**config.mk**
```make
export PLATFORM = sky130hd
export DESIGN_NAME = regalu_datapath
export DESIGN_NICKNAME = d
export VERILOG_FILES = /design/src/rtl/regalu_pkg.sv /design/src/rtl/regalu_regbank.sv /design/src/rtl/regalu_opsel.sv /design/src/rtl/regalu_alu.sv /design/src/rtl/regalu_datapath.sv
export SDC_FILE = /design/constraint.sdc
export NUM_CORES = 2
export LEC_CHECK = 0
export CORE_MARGIN = 3
export CORE_UTILIZATION = 55
export CTS_BUF_LIST = sky130_fd_sc_hd__clkbuf_16
export DETAILED_ROUTE_END_ITERATION = 16
export HOLD_SLACK_MARGIN = 0.05
export PLACE_DENSITY = 0.78
export SLEW_MARGIN = 20
export SYNTH_ARGS = -nofsm -noshare
export SYNTH_HDL_FRONTEND = slang
export SYNTH_SLANG_ARGS = --single-unit
```
**constraint.sdc**
```tcl
create_clock -name clk -period 9.1 [get_ports clk]
set_input_delay 0.91 -clock clk [delete_from_list [all_inputs] [get_ports clk]]
set_output_delay 0.91 -clock clk [all_outputs]
set_load 0.03 [all_outputs]
```
**src/rtl/regalu_pkg.sv**
```systemverilog
package regalu_pkg;
    parameter int DATA_W = 32;
    parameter int REG_N  = 32;
    parameter int CTL_W  = 4;

    typedef enum logic [CTL_W-1:0] {
        OP_AND = 4'b0000,
        OP_OR  = 4'b0001,
        OP_ADD = 4'b0010,
        OP_SUB = 4'b0110,
        OP_SLT = 4'b0111
    } alu_op_e;
endpackage

```
**src/rtl/regalu_regbank.sv**
```systemverilog
module regalu_regbank
    import regalu_pkg::*;
#(
    parameter int W     = DATA_W,
    parameter int DEPTH = REG_N,
    parameter int PORTS = 2,
    localparam int SEL_W = $clog2(DEPTH)
) (
    input  logic                        clk,
    input  logic                        rst_n,
    input  logic [PORTS-1:0][SEL_W-1:0] rd_sel,
    output logic [PORTS-1:0][W-1:0]     rd_data,
    input  logic                        wr_en,
    input  logic [SEL_W-1:0]            wr_sel,
    input  logic [W-1:0]                wr_data
);
    typedef struct packed {
        logic [DEPTH-1:0][W-1:0] regs;
    } bank_t;

    bank_t bank_d, bank_q;

    always_comb begin
        bank_d = bank_q;
        if (wr_en && (wr_sel != '0) && (int'(wr_sel) < DEPTH)) begin
            bank_d.regs[wr_sel] = wr_data;
        end
        bank_d.regs[0] = '0;
    end

    always_ff @(posedge clk or negedge rst_n) begin
        if (!rst_n) begin
            bank_q <= '0;
        end else begin
            bank_q <= bank_d;
        end
    end

    for (genvar p = 0; p < PORTS; p++) begin : g_rd
        always_comb begin
            if (rd_sel[p] == '0 || int'(rd_sel[p]) >= DEPTH) begin
                rd_data[p] = '0;
            end else begin
                rd_data[p] = bank_q.regs[rd_sel[p]];
            end
        end
    end
endmodule

```
**src/rtl/regalu_opsel.sv**
```systemverilog
module regalu_opsel
    import regalu_pkg::*;
#(
    parameter int W = DATA_W
) (
    input  logic         use_imm,
    input  logic [W-1:0] reg_val,
    input  logic [W-1:0] imm_val,
    output logic [W-1:0] operand
);
    always_comb begin
        operand = use_imm ? imm_val : reg_val;
    end
endmodule

```
**src/rtl/regalu_alu.sv**
```systemverilog
module regalu_alu
    import regalu_pkg::*;
#(
    parameter int W = DATA_W
) (
    input  logic [CTL_W-1:0] ctl,
    input  logic [W-1:0]     opa,
    input  logic [W-1:0]     opb,
    output logic [W-1:0]     result,
    output logic             zero
);
    logic [W-1:0] sum, diff;
    logic         ovf_sub, less;

    always_comb begin
        sum     = opa + opb;
        diff    = opa + ~opb + {{(W-1){1'b0}}, 1'b1};
        ovf_sub = (opa[W-1] != opb[W-1]) && (diff[W-1] != opa[W-1]);
        less    = diff[W-1] ^ ovf_sub;
        unique case (ctl)
            OP_AND:  result = opa & opb;
            OP_OR:   result = opa | opb;
            OP_ADD:  result = sum;
            OP_SUB:  result = diff;
            OP_SLT:  result = {{(W-1){1'b0}}, less};
            default: result = '0;
        endcase
        zero = ~|result;
    end
endmodule

```
**src/rtl/regalu_datapath.sv**
```systemverilog
module regalu_datapath
    import regalu_pkg::*;
#(
    parameter int W     = DATA_W,
    parameter int DEPTH = REG_N,
    localparam int SEL_W = $clog2(DEPTH)
) (
    input  logic             clk,
    input  logic             rst_n,
    input  logic [SEL_W-1:0] rd_sel_a,
    input  logic [SEL_W-1:0] rd_sel_b,
    input  logic [SEL_W-1:0] wr_sel,
    input  logic [W-1:0]     imm_ext,
    input  logic             wr_en,
    input  logic             use_imm,
    input  logic [CTL_W-1:0] alu_ctl,
    output logic [W-1:0]     alu_out,
    output logic             is_zero,
    output logic [W-1:0]     rd_data_b
);
    logic [1:0][SEL_W-1:0] sel_pair;
    logic [1:0][W-1:0]     data_pair;
    logic [W-1:0]          op_b;

    assign sel_pair  = {rd_sel_b, rd_sel_a};
    assign rd_data_b = data_pair[1];

    regalu_regbank #(.W(W), .DEPTH(DEPTH), .PORTS(2)) u_bank (
        .clk     (clk),
        .rst_n   (rst_n),
        .rd_sel  (sel_pair),
        .rd_data (data_pair),
        .wr_en   (wr_en),
        .wr_sel  (wr_sel),
        .wr_data (alu_out)
    );

    regalu_opsel #(.W(W)) u_opsel (
        .use_imm (use_imm),
        .reg_val (data_pair[1]),
        .imm_val (imm_ext),
        .operand (op_b)
    );

    regalu_alu #(.W(W)) u_alu (
        .ctl    (alu_ctl),
        .opa    (data_pair[0]),
        .opb    (op_b),
        .result (alu_out),
        .zero   (is_zero)
    );
endmodule

```
---- After elaboration in Yosys (flattened, before gate mapping) ----
Cells that the tools add are included.
storage, ports and cells
  bits in registers ....................... 992
  input port bits ......................... 55
  output and inout port bits .............. 65
  logic and storage cells ................. 68
cells by class
  add/sub/neg operators ................... 3
  magnitude comparators ................... 4
  equality and inequality tests ........... 6
  mux-type cells .......................... 11
  bitwise gates (word level) .............. 4
  reductions and logical operators ........ 9
operator list
  cell                                                                                 number
  1024-bit bitwise mux                                                                 1
  32-bit binary-select mux with 5-bit select                                           2
  32-bit 2-to-1 mux                                                                    6
  32-bit demux with 5-bit select                                                       1
  32-bit case mux with 5 select lines                                                  1
  32-bit adder                                                                         2
  32-bit by 1-bit adder with 32-bit output, second input constant                      1
  32-bit bitwise AND                                                                   1
  32-bit inverter                                                                      1
  32-bit bitwise OR                                                                    1
  32-bit OR reduction                                                                  1
  5-bit by 6-bit less-than comparator with 1-bit output, second input constant         3
  5-bit logical NOT                                                                    2
  4-bit by 3-bit == test with 1-bit output, second input constant                      2
  5-bit by 1-bit greater-or-equal comparator with 1-bit output, second input constant  1
  5-bit nonzero test                                                                   1
  4-bit by 1-bit == test with 1-bit output, second input constant                      1
  4-bit by 2-bit == test with 1-bit output, second input constant                      1
  4-bit logical NOT                                                                    1
  1-bit logical AND                                                                    3
  1-bit inequality test                                                                2
  1-bit logical NOT                                                                    1
  1-bit XOR                                                                            1

---- Logic depth before layout (Yosys ltp) ----
  depth in word-level cells ............... 13
  depth in mapped cells ................... 33
  depth with buffers taken out ............ 29

---- By module ----
A second synthesis with hierarchy kept.
unflattened totals
  cell total of the unflattened synthesis .. 4459
  area, all modules ....................... 59389.5 um^2
by module, submodules not included
  module          times used  cells each  area each (um^2)  sequential area each (um^2)
  regalu_regbank  1           3611        53493.8           24823.8
  regalu_alu      1           812         5351.4            0.0
  regalu_opsel    1           36          544.3             0.0

---- Worst setup path after synthesis ----
Ideal clock, no wire load.
  kind .................................... input to output
  from .................................... in rd_sel_b[0]
  to ...................................... out is_zero
  arrival ................................. 7566 ps
  required time ........................... 8190 ps
  slack ................................... 624 ps
  stages on the path ...................... 31
  path buffers ............................ 4
  cells stage by stage .................... clkbuf_1 > clkbuf_1 > buf_1 > mux4_2 > mux4_2 > mux2i_1 > o21a_1 > ha_1 > buf_6 > or4_4 > a211oi_2 > a21oi_1 > a21oi_1 > or3_1 > a31oi_1 > o21bai_1 > a21oi_1 > nor2_1 > nor2_1 > fa_1 > nand3_1 > a21oi_1 > a21oi_1 > and3_1 > and3_1 > and4_1 > nand4_1 > a2111oi_2 > nand4_1 > nor4_1 > and4_1
on the way
  word-level cells in the longest chain between the ends .. 13
  elaborated cells between the ends (all ways) .. 18
  those cells by class .................... add/sub (3); eq/ne (2); mux (5); bitwise (4); reduce/logical (4)
RTL lines
  what                                        line                   RTL
  start, declared                             regalu_datapath.sv:11  input logic [SEL_W-1:0] rd_sel_b,
  32-bit binary-select mux with 5-bit select  regalu_regbank.sv:44   rd_data[p] = bank_q.regs[rd_sel[p]];
  32-bit 2-to-1 mux (implied by the code)     regalu_regbank.sv:44
  32-bit 2-to-1 mux (*)                       regalu_regbank.sv:41   if (rd_sel[p] == '0 || int'(rd_sel[p]) >= DEPTH) begin
  32-bit 2-to-1 mux (*)                       regalu_opsel.sv:12     operand = use_imm ? imm_val : reg_val;
  32-bit inverter                             regalu_alu.sv:17       diff = opa + ~opb + {{(W-1){1'b0}}, 1'b1};
  32-bit adder                                regalu_alu.sv:17
  32-bit by 1-bit adder with 32-bit output    regalu_alu.sv:17
  1-bit inequality test                       regalu_alu.sv:18       ovf_sub = (opa[W-1] != opb[W-1]) && (diff[W-1] != opa[W-1]);
  1-bit logical AND                           regalu_alu.sv:18
  1-bit XOR                                   regalu_alu.sv:19       less = diff[W-1] ^ ovf_sub;
  32-bit case mux with 5 select lines (*)     regalu_alu.sv:20       unique case (ctl)
  32-bit OR reduction (*)                     regalu_alu.sv:28       zero = ~|result;
  1-bit logical NOT (*)                       regalu_alu.sv:28
  end, declared                               regalu_datapath.sv:18  output logic is_zero,
Every way passes the cells marked *; elsewhere a longest branch is shown, timed or not. The select of a mux whose other input is x is not followed.

---- Worst setup path in the final report ----
Same ends and word-level chain as after synthesis.

==> impl_metrics.tcl <==
set metrics [dict create \
    synth_top_cell_by_area "dfrtp_1" \
    via_per_inst 6.86 \
    cts_buffers 100 \
    max_stage_delay_ps 510 \
    fin_crit_sh_pct 96.6 \
    cts_setup_buffers 0 \
    worstPathArrival_ps 7880 \
    synthTopCellsByArea "dfrtp_1 (44%), mux4_2 (23%), a21oi_1 (5.8%)" \
    numClockSinks 992 \
    rsz0062_at_grt "no" \
    clock_latency_ps 720 \
    skew_ps 46.2 \
    final-setup-viol-count 0 \
    grt_pass1_vias 45400 \
    status "finished, final reports clean" \
    synthFlopType "dfrtp_1" \
    routedWlPerCell_microns 28.2 \
    fill_cells 7409 \
    clkTransAtPathRegs_ps 60 \
    regArea_sq_um 24800 \
    num_vias 44900 \
    hpwlAfterDp_microns 113000 \
    ir_drop_mv 0.168 \
    worst_pin_slew_ps 1120 \
    finalHoldViolations 0 \
    layout_commonest_cell "dfrtp_1" \
    die_w_microns 326 \
    yosysTopAreaCellShare_pct 44.2 \
    drv_slew 0 \
    fin_tns_setup_ps 0 \
    end_kind "primary output" \
    largest_register_ff_count 992 \
    h-tree-depth 3 \
    drtPass1Iterations 6 \
    final_layout_size_suffix_gt1_share_pct 23.3 \
    cts-root-buf "clkbuf_16" \
    synthCells 5116 \
    drcViolationCount 0 \
    path_delay_family "simple AND/OR/NAND/NOR gates" \
    maxCapViolations 0 \
    overflow 0 \
    antenna_left 0 \
    nNetsFinal 5253 \
    grt_antenna_before_repair 3 \
    synthArstFlopShare_pct 100 \
    initial_utilization_pct 55.8 \
    slowest_stage "fa_1" \
    grt_pass1_wl_microns 278000 \
    cts_resized 0 \
    track_usage_pct 34.7 \
    synth_area_sq_um 56200 \
    largest_register "u_bank.bank_q" \
    p_per_area_nw_per_um2 244 \
    wirelength_microns 185000 \
    slew_headroom_pct 25.4 \
    rows 116 \
    synth_edf_count 0 \
    cts_hold_buf 0 \
    place_congestion 1.01 \
    yosysSeqAreaShare_pct 44.2 \
    holdWs_ps 216 \
    cp-start-kind "input port" \
    path_buf_inv 4 \
    yosysWarnings 0 \
    fmax_mhz 114 \
    multi_input_area_sq_um 29200 \
    dieArea_sq_um 106000 \
    cp.required_ps 8190 \
    avgSynthCellArea_sq_um 11.0 \
    p_leak_nw 27.4 \
    synth_seq_cells 992 \
    io-pin-count 120 \
    path_max_fanout 17 \
    drt_iter0_drc 6022 \
    min_period_ps 8790 \
    crit_type "in2out" \
    largestRegisters "u_bank.bank_q (992)" \
    port_buffers 119 \
    clockBufferDepth 3 \
    synthDistinctLibCells 79 \
    grt_max_degree 169 \
    core-area_sq_um 101000 \
    worstHoldPathType "in2async" \
    dieHeight_microns 326 \
    cts_tree "yes" \
    final_cell_mix "dfrtp_1 (992), a21oi_1 (647), nor2_1 (646)" \
    syn_nets 5269 \
    area_delta_synth_final_pct 12.8 \
]
==> layer usage <==
layer,global-route usage [%],share of wire [%],vias up
met3,13.2,15,622
met1,46.5,36,22600
met4,16.1,4.8,0
met5,0,0,-
met2,50.4,44,3187
li1,-,-,18500
==> logic make-up (layout without fill, tap and decap cells) <==
kind of cell,after synthesis,count (layout),synth area share (%)
AOI/OAI and AO/OA,1283,1283,12.8
muxes,769,769,26.8
DFF,992,992,44.2
xor gates and xnor gates,23,23,0.358
other,0,1,0
buffers and inverters,685,752,4.64
and+or+nand+nor,1266,1266,9.06
adders and majority gates,98,98,2.21
==> Yosys cell counts, types with 6 or more instances <==
cell and n:
inv_1 182, a22o_1 65, nor2_1 659, mux2_2 96, o21bai_1 8, a211oi_1 9, o21ai_1 18, a21oi_1 654
mux4_2 576, buf_2 24, a22oi_1 13, nand3_1 25, nand4_1 12, ha_1 96, nand2b_1 19, buf_1 57
or3_1 8, nand2_1 458, o21ai_0 386, dfrtp_1 992, o21a_1 37, a31oi_1 6, o31ai_1 12, and3_1 9
nor4_1 11, xnor2_1 19, o211ai_1 6, nor3_1 26, a221o_1 6, a21o_1 9, mux2i_1 96, nor2b_1 11
clkbuf_1 417
==> report_power, final <==
group | leakage, nW | switching (mW) | internal (mW)
Clock | 1.68 | 1.87 | 2.38
Combinational | 13.0 | 2.67 | 2.37
Sequential | 12.7 | 0.789 | 5.37
==> final timing paths <==
kind / from / end / slack [ps] / cells past startpoint
worst max-delay path: rd_sel_b[0] / is_zero / 310 / 31
worst min-delay path: rst_n / u_bank.bank_q[322]$_DFFE_PN0P_ / 220 / 1
worst max register to register: u_bank.bank_q[992]$_DFFE_PN0P_ / u_bank.bank_q[378]$_DFFE_PN0P_ / 3180 / 17
worst min register to register: u_bank.bank_q[215]$_DFFE_PN0P_ / u_bank.bank_q[215]$_DFFE_PN0P_ / 500 / 2
max in group asynchronous: rst_n / u_bank.bank_q[349]$_DFFE_PN0P_ / 6770 / 3
min in group clk: u_bank.bank_q[215]$_DFFE_PN0P_ / u_bank.bank_q[215]$_DFFE_PN0P_ / 500 / 2
==> layout make-up <==
class | count | area share (%)
Multi-Input combinational cell | 3439 | 46.1
Sequential cell | 992 | 39.2
Timing Repair Buffer | 381 | 5.69
Clock buffer | 101 | 3.99
Tap cell | 1357 | 2.68
Clock inverter | 84 | 1.29
Inverter | 186 | 1.10
Antenna cell | 1 | 0.00395
==> per-stage QoR <==
step                instance area (sq um)  utilization, %  power, mW  instances  setup slack [ps]
finish                              63400            62.9       15.4       6541               309
global route                        63400            62.9       16.1       6541              17.9
CTS                                 63300            62.8       15.3       6538               247
detailed placement                  59900            59.5       11.1       6353               271
global placement                    59900            59.5       10.8       6353               351
floorplan                           56200               -       9.34       5116               624
Note: power is estimated with default switching activity, not from simulation.
